[config.mk]
export PLATFORM = sky130hd
export DESIGN_NAME = posted_reg_slave
export DESIGN_NICKNAME = d
export VERILOG_FILES = /design/src/rtl/posted_reg_pkg.sv /design/src/rtl/posted_wr_buf.sv /design/src/rtl/posted_reg_bank.sv /design/src/rtl/posted_ack_ctrl.sv /design/src/rtl/posted_reg_slave.sv
export SDC_FILE = /design/constraint.sdc
export NUM_CORES = 1
export LEC_CHECK = 0
export BUFFER_PORTS_ARGS = -buffer_cell sky130_fd_sc_hd__buf_4
export CORE_AREA = 2 2 175 177
export DETAILED_ROUTE_END_ITERATION = 7
export DIE_AREA = 0 0 177 179
export PLACE_DENSITY = 0.67
export RECOVER_POWER = 25
export SLEW_MARGIN = 20
export SYNTH_ARGS = -nofsm -noshare
export SYNTH_HDL_FRONTEND = slang
export SYNTH_HIERARCHICAL = 1
export SYNTH_SLANG_ARGS = --single-unit
[constraint.sdc]
create_clock -name clk -period 3.1 [get_ports clk]
set_input_delay 0.93 -clock clk [delete_from_list [all_inputs] [get_ports clk]]
set_output_delay 0.93 -clock clk [all_outputs]
set_load 0.005 [all_outputs]
[src/rtl/posted_reg_pkg.sv]
`timescale 1ns/1ps
package posted_reg_pkg;
  // Meaning of the read/write select pin
  typedef enum logic {
    OP_WRITE = 1'b0,
    OP_READ  = 1'b1
  } op_e;
endpackage

[src/rtl/posted_wr_buf.sv]
`timescale 1ns/1ps
// One-entry store for an acknowledged write, released after a fixed delay.
module posted_wr_buf #(
  parameter int ADDR_W       = 3,
  parameter int DATA_W       = 32,
  parameter int COMMIT_DELAY = 2
) (
  input  logic              clk,
  input  logic              rst_n,
  input  logic              load,
  input  logic [ADDR_W-1:0] load_addr,
  input  logic [DATA_W-1:0] load_data,
  output logic              full,
  output logic              commit,
  output logic              can_load,
  output logic [ADDR_W-1:0] held_addr,
  output logic [DATA_W-1:0] held_data
);
  localparam int DLY   = (COMMIT_DELAY < 1) ? 1 : COMMIT_DELAY;
  localparam int CNT_W = (DLY < 2) ? 1 : $clog2(DLY);

  logic [CNT_W-1:0] wait_cnt;

  assign commit   = full && (wait_cnt == '0);
  assign can_load = !full || commit;

  always_ff @(posedge clk) begin
    if (!rst_n) begin
      full      <= 1'b0;
      wait_cnt  <= '0;
      held_addr <= '0;
      held_data <= '0;
    end else if (load) begin
      full      <= 1'b1;
      wait_cnt  <= CNT_W'(DLY - 1);
      held_addr <= load_addr;
      held_data <= load_data;
    end else if (commit) begin
      full <= 1'b0;
    end else if (full) begin
      wait_cnt <= wait_cnt - 1'b1;
    end
  end
endmodule

[src/rtl/posted_reg_bank.sv]
`timescale 1ns/1ps
// Register array with one write port and one combinational read port.
module posted_reg_bank #(
  parameter int NUM_REGS = 8,
  parameter int ADDR_W   = 3,
  parameter int DATA_W   = 32
) (
  input  logic              clk,
  input  logic              rst_n,
  input  logic              wr_en,
  input  logic [ADDR_W-1:0] wr_addr,
  input  logic [DATA_W-1:0] wr_data,
  input  logic [ADDR_W-1:0] rd_addr,
  output logic [DATA_W-1:0] rd_data
);
  logic [DATA_W-1:0] regs [NUM_REGS];

  always_ff @(posedge clk) begin
    if (!rst_n) begin
      for (int i = 0; i < NUM_REGS; i++) regs[i] <= '0;
    end else if (wr_en) begin
      for (int i = 0; i < NUM_REGS; i++)
        if (wr_addr == ADDR_W'(i)) regs[i] <= wr_data;
    end
  end

  always_comb begin
    rd_data = '0;
    for (int i = 0; i < NUM_REGS; i++)
      if (rd_addr == ADDR_W'(i)) rd_data = regs[i];
  end
endmodule

[src/rtl/posted_ack_ctrl.sv]
`timescale 1ns/1ps
// Request acceptance, acknowledge pulse and read-data capture.
module posted_ack_ctrl #(
  parameter int DATA_W = 32
) (
  input  logic              clk,
  input  logic              rst_n,
  input  logic              req,
  input  posted_reg_pkg::op_e op,
  input  logic              wr_room,
  input  logic [DATA_W-1:0] rd_src,
  output logic              accept_wr,
  output logic              ack,
  output logic [DATA_W-1:0] rdata
);
  import posted_reg_pkg::*;

  logic accept;

  // A request seen while its own acknowledge is still high is the same request.
  assign accept    = req && !ack && ((op == OP_READ) || wr_room);
  assign accept_wr = accept && (op == OP_WRITE);

  always_ff @(posedge clk) begin
    if (!rst_n) begin
      ack   <= 1'b0;
      rdata <= '0;
    end else begin
      ack <= accept;
      if (accept && (op == OP_READ)) rdata <= rd_src;
    end
  end
endmodule

[src/rtl/posted_reg_slave.sv]
`timescale 1ns/1ps
module posted_reg_slave #(
  parameter int NUM_REGS     = 8,
  parameter int DATA_W       = 32,
  parameter int COMMIT_DELAY = 2,
  localparam int ADDR_W      = (NUM_REGS < 2) ? 1 : $clog2(NUM_REGS)
) (
  input  logic              clk,
  input  logic              rst_n,
  input  logic              cmd_req,
  input  logic              cmd_is_read,
  input  logic [ADDR_W-1:0] cmd_addr,
  input  logic [DATA_W-1:0] cmd_wdata,
  output logic [DATA_W-1:0] rsp_rdata,
  output logic              rsp_ack
);
  import posted_reg_pkg::*;

  logic              pend_full;
  logic              pend_commit;
  logic              pend_room;
  logic [ADDR_W-1:0] pend_addr;
  logic [DATA_W-1:0] pend_data;
  logic              take_wr;
  logic [DATA_W-1:0] bank_rdata;
  logic [DATA_W-1:0] read_src;
  op_e               cmd_op;

  assign cmd_op = op_e'(cmd_is_read);

  posted_wr_buf #(
    .ADDR_W(ADDR_W), .DATA_W(DATA_W), .COMMIT_DELAY(COMMIT_DELAY)
  ) u_buf (
    .clk(clk), .rst_n(rst_n),
    .load(take_wr), .load_addr(cmd_addr), .load_data(cmd_wdata),
    .full(pend_full), .commit(pend_commit), .can_load(pend_room),
    .held_addr(pend_addr), .held_data(pend_data)
  );

  posted_reg_bank #(
    .NUM_REGS(NUM_REGS), .ADDR_W(ADDR_W), .DATA_W(DATA_W)
  ) u_bank (
    .clk(clk), .rst_n(rst_n),
    .wr_en(pend_commit), .wr_addr(pend_addr), .wr_data(pend_data),
    .rd_addr(cmd_addr), .rd_data(bank_rdata)
  );

  // The buffer stays the freshest copy up to and including its commit edge.
  assign read_src = (pend_full && (pend_addr == cmd_addr)) ? pend_data : bank_rdata;

  posted_ack_ctrl #(.DATA_W(DATA_W)) u_ctrl (
    .clk(clk), .rst_n(rst_n),
    .req(cmd_req), .op(cmd_op), .wr_room(pend_room), .rd_src(read_src),
    .accept_wr(take_wr), .ack(rsp_ack), .rdata(rsp_rdata)
  );
endmodule

# [Word-level counts from Yosys, hierarchy flattened]
# Memories as Yosys holds them, arrays and structs flattened.
# Index checks and enable logic that the tools add are counted.
[classes] order_cmp=0 addsub=1 muxes=55 n_bitwise=10 n_shift=0 n_eq_ne=16 reduce_logical=15 div_mod_pow=0 multipliers=0
[ops] operator="$mux W32" count=17
[ops] operator="$mux W1" count=38
[ops] operator="$eq A3 B3 Y1 const B" count=8
[ops] operator="$eq A3 B2 Y1 const B" count=4
[ops] operator="$or A1 B1 Y1" count=8
[ops] operator="$eq A3 B1 Y1 const B" count=2
[ops] operator="$logic_and A1 B1 Y1" count=6
[ops] operator="$logic_not A3 Y1" count=2
[ops] operator="$reduce_bool A2 Y1" count=2
[ops] operator="$eq A3 B3 Y1" count=1
[ops] operator="$logic_not A1 Y1" count=2
[ops] operator="$logic_or A1 B1 Y1" count=2
[ops] operator="$ne A2 B2 Y1 const B" count=1
[ops] operator="$not A1 Y1" count=2
[ops] operator="$reduce_and A2 Y1" count=1
[ops] operator="$sub A1 B1 Y1 const B" count=1
[totals] out_inout_bits=33 mem_count=1 reg_bits=70 latchBits=0 rom_bits=0 ram_bits=256
[memory_table] memory="u_bank.regs" words=8 width=32 read_ports=8 rd_clocked_by_memory_dff=0 wr=8 line_no="posted_reg_bank.sv:16" source="logic [DATA_W-1:0] regs [NUM_REGS];"

# [Depth between registers and ports, before layout]
[logic_depth] word_depth=10 mapped_depth=10 ltp_nobuf=7

# [Hierarchy]
# Netlist, hierarchy kept.
[by_module_without_submodules] mod="posted_reg_bank" instances=1 cells_each=925 area_per_inst_um2=11394.7
[by_module_without_submodules] mod="posted_wr_buf" instances=1 cells_each=120 area_per_inst_um2=1427.6
[by_module_without_submodules] mod="posted_ack_ctrl" instances=1 cells_each=144 area_per_inst_um2=1357.6
[by_module_without_submodules] mod="posted_reg_slave" instances=1 cells_each=39 area_per_inst_um2=545.5

# [Least setup slack after synthesis]
# Ideal clock, no wire load.
[synth_path] kind="in2reg" startpoint="in cmd_addr[2]" endpoint="reg u_ctrl.rdata[10]" n_path_buf=3 arrival_ps=2308 stages=10 setup_slack_ps=673 path_cell_list="buf_6 -> nor2b_4 -> buf_6 -> buf_6 -> a221oi_2 -> a21oi_1 -> o31a_1 -> mux2_4 -> nand2_1 -> mux2i_1"
[synth_via] elab_chain_len=10
[synth_lines] item="from (decl)" line_no="posted_reg_slave.sv:12" source="input logic [ADDR_W-1:0] cmd_addr,"
[synth_lines] item="$logic_not A3 Y1" line_no="posted_reg_bank.sv:30" source="if (rd_addr == ADDR_W'(i)) rd_data = regs[i];"
[synth_lines] item="$mux W32 (7 in a row)" line_no="posted_reg_bank.sv:30"
[synth_lines] item="$mux W32 *" line_no="posted_reg_bank.sv:30"
[synth_lines] item="net bank_rdata[10]" line_no="posted_reg_slave.sv:25" source="logic [DATA_W-1:0] bank_rdata;"
[synth_lines] item="$mux W32 *" line_no="posted_reg_slave.sv:49" source="assign read_src = (pend_full && (pend_addr == cmd_addr)) ? pend_data : bank_rdata;"
[synth_lines] item="net read_src[10]" line_no="posted_reg_slave.sv:26" source="logic [DATA_W-1:0] read_src;"
[synth_lines] item="to (signal assigned)" line_no="posted_ack_ctrl.sv:30" source="if (accept && (op == OP_READ)) rdata <= rd_src;"
[synth_lines] item="to (decl)" line_no="posted_ack_ctrl.sv:14" source="output logic [DATA_W-1:0] rdata"
# Mark *: on every way through the listed nets, which the timed path passes. The rest lies on a longest branch.
# A chain may end at the register's enable or synchronous reset.

==> flow_summary.rst <==
.. list-table::
   :header-rows: 1

   * - Metric
     - Value
   * - Status
     - finished, violations left
   * - Violations in the final reports
     - capacitance limit, slew limit
   * - Leak pwr
     - ~0.0064 uW
   * - Slew headroom
     - -0.231
   * - Combinational family with the most area after synthesis
     - simple AND/OR/NAND/NOR gates
   * - Ordered list of cells on the worst path
     - buf_4 > clkbuf_2 > nand2_1 > clkbuf_1
   * - Post-synthesis cell count
     - 1228
   * - Compound-Gate Fraction of Synth Area
     - 0.0789
   * - Residual DRC count
     - 0
   * - Fin Clk Skew
     - 0.0160 ns
   * - Hold Vio Cnt, Final
     - 0
   * - Mean cell area of the mapped netlist
     - roughly 12 sq um
   * - Mapped Area
     - about 15000 sq um
   * - Port Buffers
     - 71
   * - Most used flip-flop cell after synthesis
     - sky130_fd_sc_hd__edfxtp_1
   * - F_max
     - approximately 0.38 GHz
   * - Maximum number of pins on one net before global-route repair
     - 54
   * - Length in cells of the worst reg-to-reg path
     - 4
   * - Total negative slack
     - 0 ns
   * - Clock tree from TritonCTS
     - built
   * - Crit. Startpoint
     - rst_n
   * - Vias post-DR
     - about 9600
   * - Combinational Power Share
     - 0.085
   * - Count of unique library cells instantiated by Yosys
     - 37
   * - Io pins
     - about 70
   * - Number of antenna violations at the first check in global routing
     - 0
   * - Initial core utilization
     - 0.490
   * - Clock-pin slew on the worst setup and hold paths
     - approximately 0.060 ns
   * - Power per standard cell area
     - 597 nW/um^2
   * - Post-layout net count
     - 1337
   * - Design internal power
     - 7740 uW
   * - CP startpoint kind
     - input port
   * - WHS Endpoint
     - u_ctrl/ack$_SDFF_PN0_
   * - Post-synthesis sequential element count
     - ~330
   * - Worst Hold Path Cells
     - 1
   * - Shortest clock period the worst path allows after layout
     - around 2.6 ns
   * - CTS buffer count
     - 36
   * - Number of global-route vias before repair
     - around 9500
   * - Worst-path cell with the longest stage delay
     - sky130_fd_sc_hd__clkbuf_1
   * - Maximum count of clock buffers along a single path
     - 3
   * - Kind of critical path
     - input port to flip-flop
   * - Hold buffer count at CTS
     - 0
   * - Number of enable flip-flop cells after synthesis
     - around 260
   * - # rows
     - 64
   * - RSZ-0062 raised after global routing
     - no
   * - Synth Area in XOR/XNOR
     - 0.00178
   * - Sequential standard cell area
     - 9090 sq um
   * - Total number of H-tree levels
     - 2
   * - Max VDD drop
     - about 0.38 mV
   * - Critical path arrival
     - around 2.8 ns
   * - Switching power summed over all nets
     - around 2300 uW
   * - Sequential cell area fraction in the yosys report
     - 0.617
   * - Remaining antenna violation count
     - 0
   * - Worst-Skew Late Latency
     - roughly 0.52 ns
   * - Post-CTS resize count
     - 0
   * - Critical path's largest stage delay
     - between 0.7 and 0.8 ns
   * - Reg2Reg Setup Slack
     - about 0.57 ns
   * - Wire length of the first global-routing pass
     - 54200 um
   * - Yosys Warn Count
     - 6
   * - Finished Layout Cells
     - between 1500 and 2000
   * - Share of total power consumed by net switching
     - 0.227
   * - Mux contribution to synthesized area
     - 0.123
   * - Number of setup buffers added after CTS
     - 0
   * - Diodes inserted
     - 0
   * - Sequential Power Share
     - 0.497
   * - DRC violation total after the first TritonRoute iteration
     - about 760
   * - Routability congestion estimate from global placement
     - just under 0.8
   * - Worst min-delay path category
     - flip-flop to flip-flop
   * - Worst EP required
     - roughly 3.2 ns
   * - Detailed-placement wirelength estimate
     - ~20000 um
   * - Signed area change from the synthesized netlist to the final layout
     - 13.9%
   * - Clock sink count
     - approximately 330
   * - Core region area
     - about 30000 sq um
   * - Buffer and inverter count on the worst path
     - 3
   * - Final wirelength
     - 35000 um
   * - DR WL/cell
     - around 20 um
   * - Layout filler cell count
     - 2531
   * - Area after detailed placement
     - approximately 16000 sq um
   * - Vias per std cell
     - 5.60
   * - FF-to-FF End
     - u_bank/regs[1][39]$_SDFFCE_PN0P_
   * - Simple-gate share of the synthesized area
     - 0.131
   * - Proportion of power drawn by the clock network
     - 0.418
   * - Proportion of layout cells with a drive suffix above 1
     - 0.189
   * - Area of the die
     - about 32000 sq um
   * - Count of pins over their slew limit
     - 71
   * - Die extent in x
     - 177 um
   * - Transition at the pin with the smallest max-transition slack
     - 1.85 ns
   * - Final Hold Slack
     - between 0.4 and 0.5 ns
   * - Clock root cell
     - sky130_fd_sc_hd__clkbuf_16
   * - Placed instance count
     - ~1700
   * - Overall global routing resource usage
     - 0.224
   * - Crit Path Max Fanout
     - between 40 and 50
   * - Fraction of registers with async set or reset after synthesis
     - 0
   * - Max-capacitance violation count
     - 2
   * - Fin crit share
     - 0.853
   * - Height of the chip
     - between 150 and 200 um
   * - Arithmetic-cell share of the synthesized area counting full adders, half adders and majority gates
     - 0
   * - # setup viols final
     - 0
   * - Capturing element type of the critical path
     - flip-flop
   * - Synthesized net count
     - ~1300
   * - Sum of overflow across all layers after global routing
     - 0
   * - Source of the worst register-to-register timing path
     - u_buf/held_addr[1]$_SDFFE_PN0P_
   * - Pre-Repair DR Iteration Count
     - 5
   * - Combined area of the multi-input logic cells
     - about 5000 sq um
   * - Launch point of the worst hold path
     - u_ctrl/ack$_SDFF_PN0_
   * - Delay-heaviest family, CP
     - buffers and inverters
   * - Final standard cell area without fillers
     - around 17000 sq um
-- cells in the final DEF, fill, tap and decap left out, drive strengths merged --
master / instances
buf: 113
o211ai: 6
and2: 1
or2: 28
xnor2: 3
clkinv: 18
nor2b: 43
a221oi: 28
mux4: 1
nand2: 170
o31a: 28
nand3: 3
and4bb: 1
nand4b: 1
o22ai: 1
nor2: 200
dfxtp: 70
edfxtp: 256
o21a: 1
nand4: 2
a22oi: 28
o21ai: 10
nor3b: 1
mux2i: 132
clkbuf: 52
mux2: 32
and3b: 1
nand3b: 1
inv: 35
a21oi: 58
bufinv: 2
-- layer usage --
| metal | wire length, um | vias to the layer above | track usage |
|---|---|---|---|
| li1 | - | 4474 | - |
| met1 | 15100 | 4780 | 0.300 |
| met2 | 16900 | 330 | 0.377 |
| met3 | 2420 | 54 | 0.0420 |
| met4 | 636 | 0 | 0.0606 |
| met5 | 0 | - | 0 |
-- power groups by stage --
| stage | clock network, uW | logic, uW | registers [uW] |
|---|---|---|---|
| 3_3_place_gp | 0 | 846 | 5060 |
| 2_1_floorplan | 0 | 583 | 5040 |
| 4_1_cts | 4260 | 864 | 4970 |
| 5_1_grt | 4420 | 928 | 4990 |
| 3_5_place_dp | 0 | 857 | 5060 |
| 6_report | 4180 | 855 | 4970 |
-- cell type report --
class                      count  area share
clock buffer                  44      0.0599
clock inverter                22     0.00955
inverter                      33     0.00738
multi-input combinational    780       0.295
sequential                   326       0.542
tap                          396      0.0295
timing repair buffer         121      0.0571
-- cells in the mapped netlist, types with 18 or more instances --
master | count | area [sq um]
sky130_fd_sc_hd__edfxtp_1 | 256 | 7690
sky130_fd_sc_hd__nor2_1 | 200 | 751
sky130_fd_sc_hd__nand2_1 | 170 | 638
sky130_fd_sc_hd__mux2i_1 | 132 | 1320
sky130_fd_sc_hd__dfxtp_1 | 70 | 1400
sky130_fd_sc_hd__a21oi_1 | 58 | 290
sky130_fd_sc_hd__nor2b_1 | 41 | 257
sky130_fd_sc_hd__clkbuf_1 | 40 | 150
sky130_fd_sc_hd__inv_1 | 33 | 124
sky130_fd_sc_hd__mux2_4 | 30 | 450
sky130_fd_sc_hd__a22oi_1 | 28 | 210
sky130_fd_sc_hd__o31a_1 | 28 | 245
sky130_fd_sc_hd__or2_2 | 28 | 175
sky130_fd_sc_hd__buf_2 | 21 | 105
sky130_fd_sc_hd__a221oi_1 | 18 | 158
-- sequential cells by signal (all words and copies together) (netlist names) --
name,cells
u_bank/regs,256
u_buf/held_data,32
u_ctrl/rdata,32
u_buf/held_addr,3
u_buf/full,1
u_buf/wait_cnt,1
u_ctrl/ack,1
-- worst max path at each step --
stage / end / slack [ns] / depth (start not counted)
after detailed placement: u_ctrl/rdata[23]$_SDFFE_PN0P_ / 0.26 / 8
after global routing: u_bank/regs[1][103]$_DFFE_PP_ / 0.35 / 4
after floorplan: u_ctrl/rdata[10]$_SDFFE_PN0P_ / 0.67 / 10
after CTS: u_ctrl/rdata[26]$_SDFFE_PN0P_ / 0.76 / 10
after global placement: u_ctrl/rdata[23]$_SDFFE_PN0P_ / 0.28 / 8
final: u_bank/regs[1][102]$_DFFE_PP_ / 0.45 / 4
-- per-stage QoR --
step	power, uW	setup slack [ns]	utilization
after floorplan	5630	0.673	-
after global placement	5900	0.279	0.522
after detailed placement	5920	0.258	0.522
after CTS	10100	0.765	0.561
after global routing	10300	0.347	0.559
final	10000	0.455	0.559
-- cell families after synthesis --
group / Yosys count
and+or+nand+nor: 452
xor gates and xnor gates: 3
AOI/OAI and AO/OA: 160
buffers and inverters: 122
DFF: 326
muxes: 165
Power figures use the tool's default switching activity.
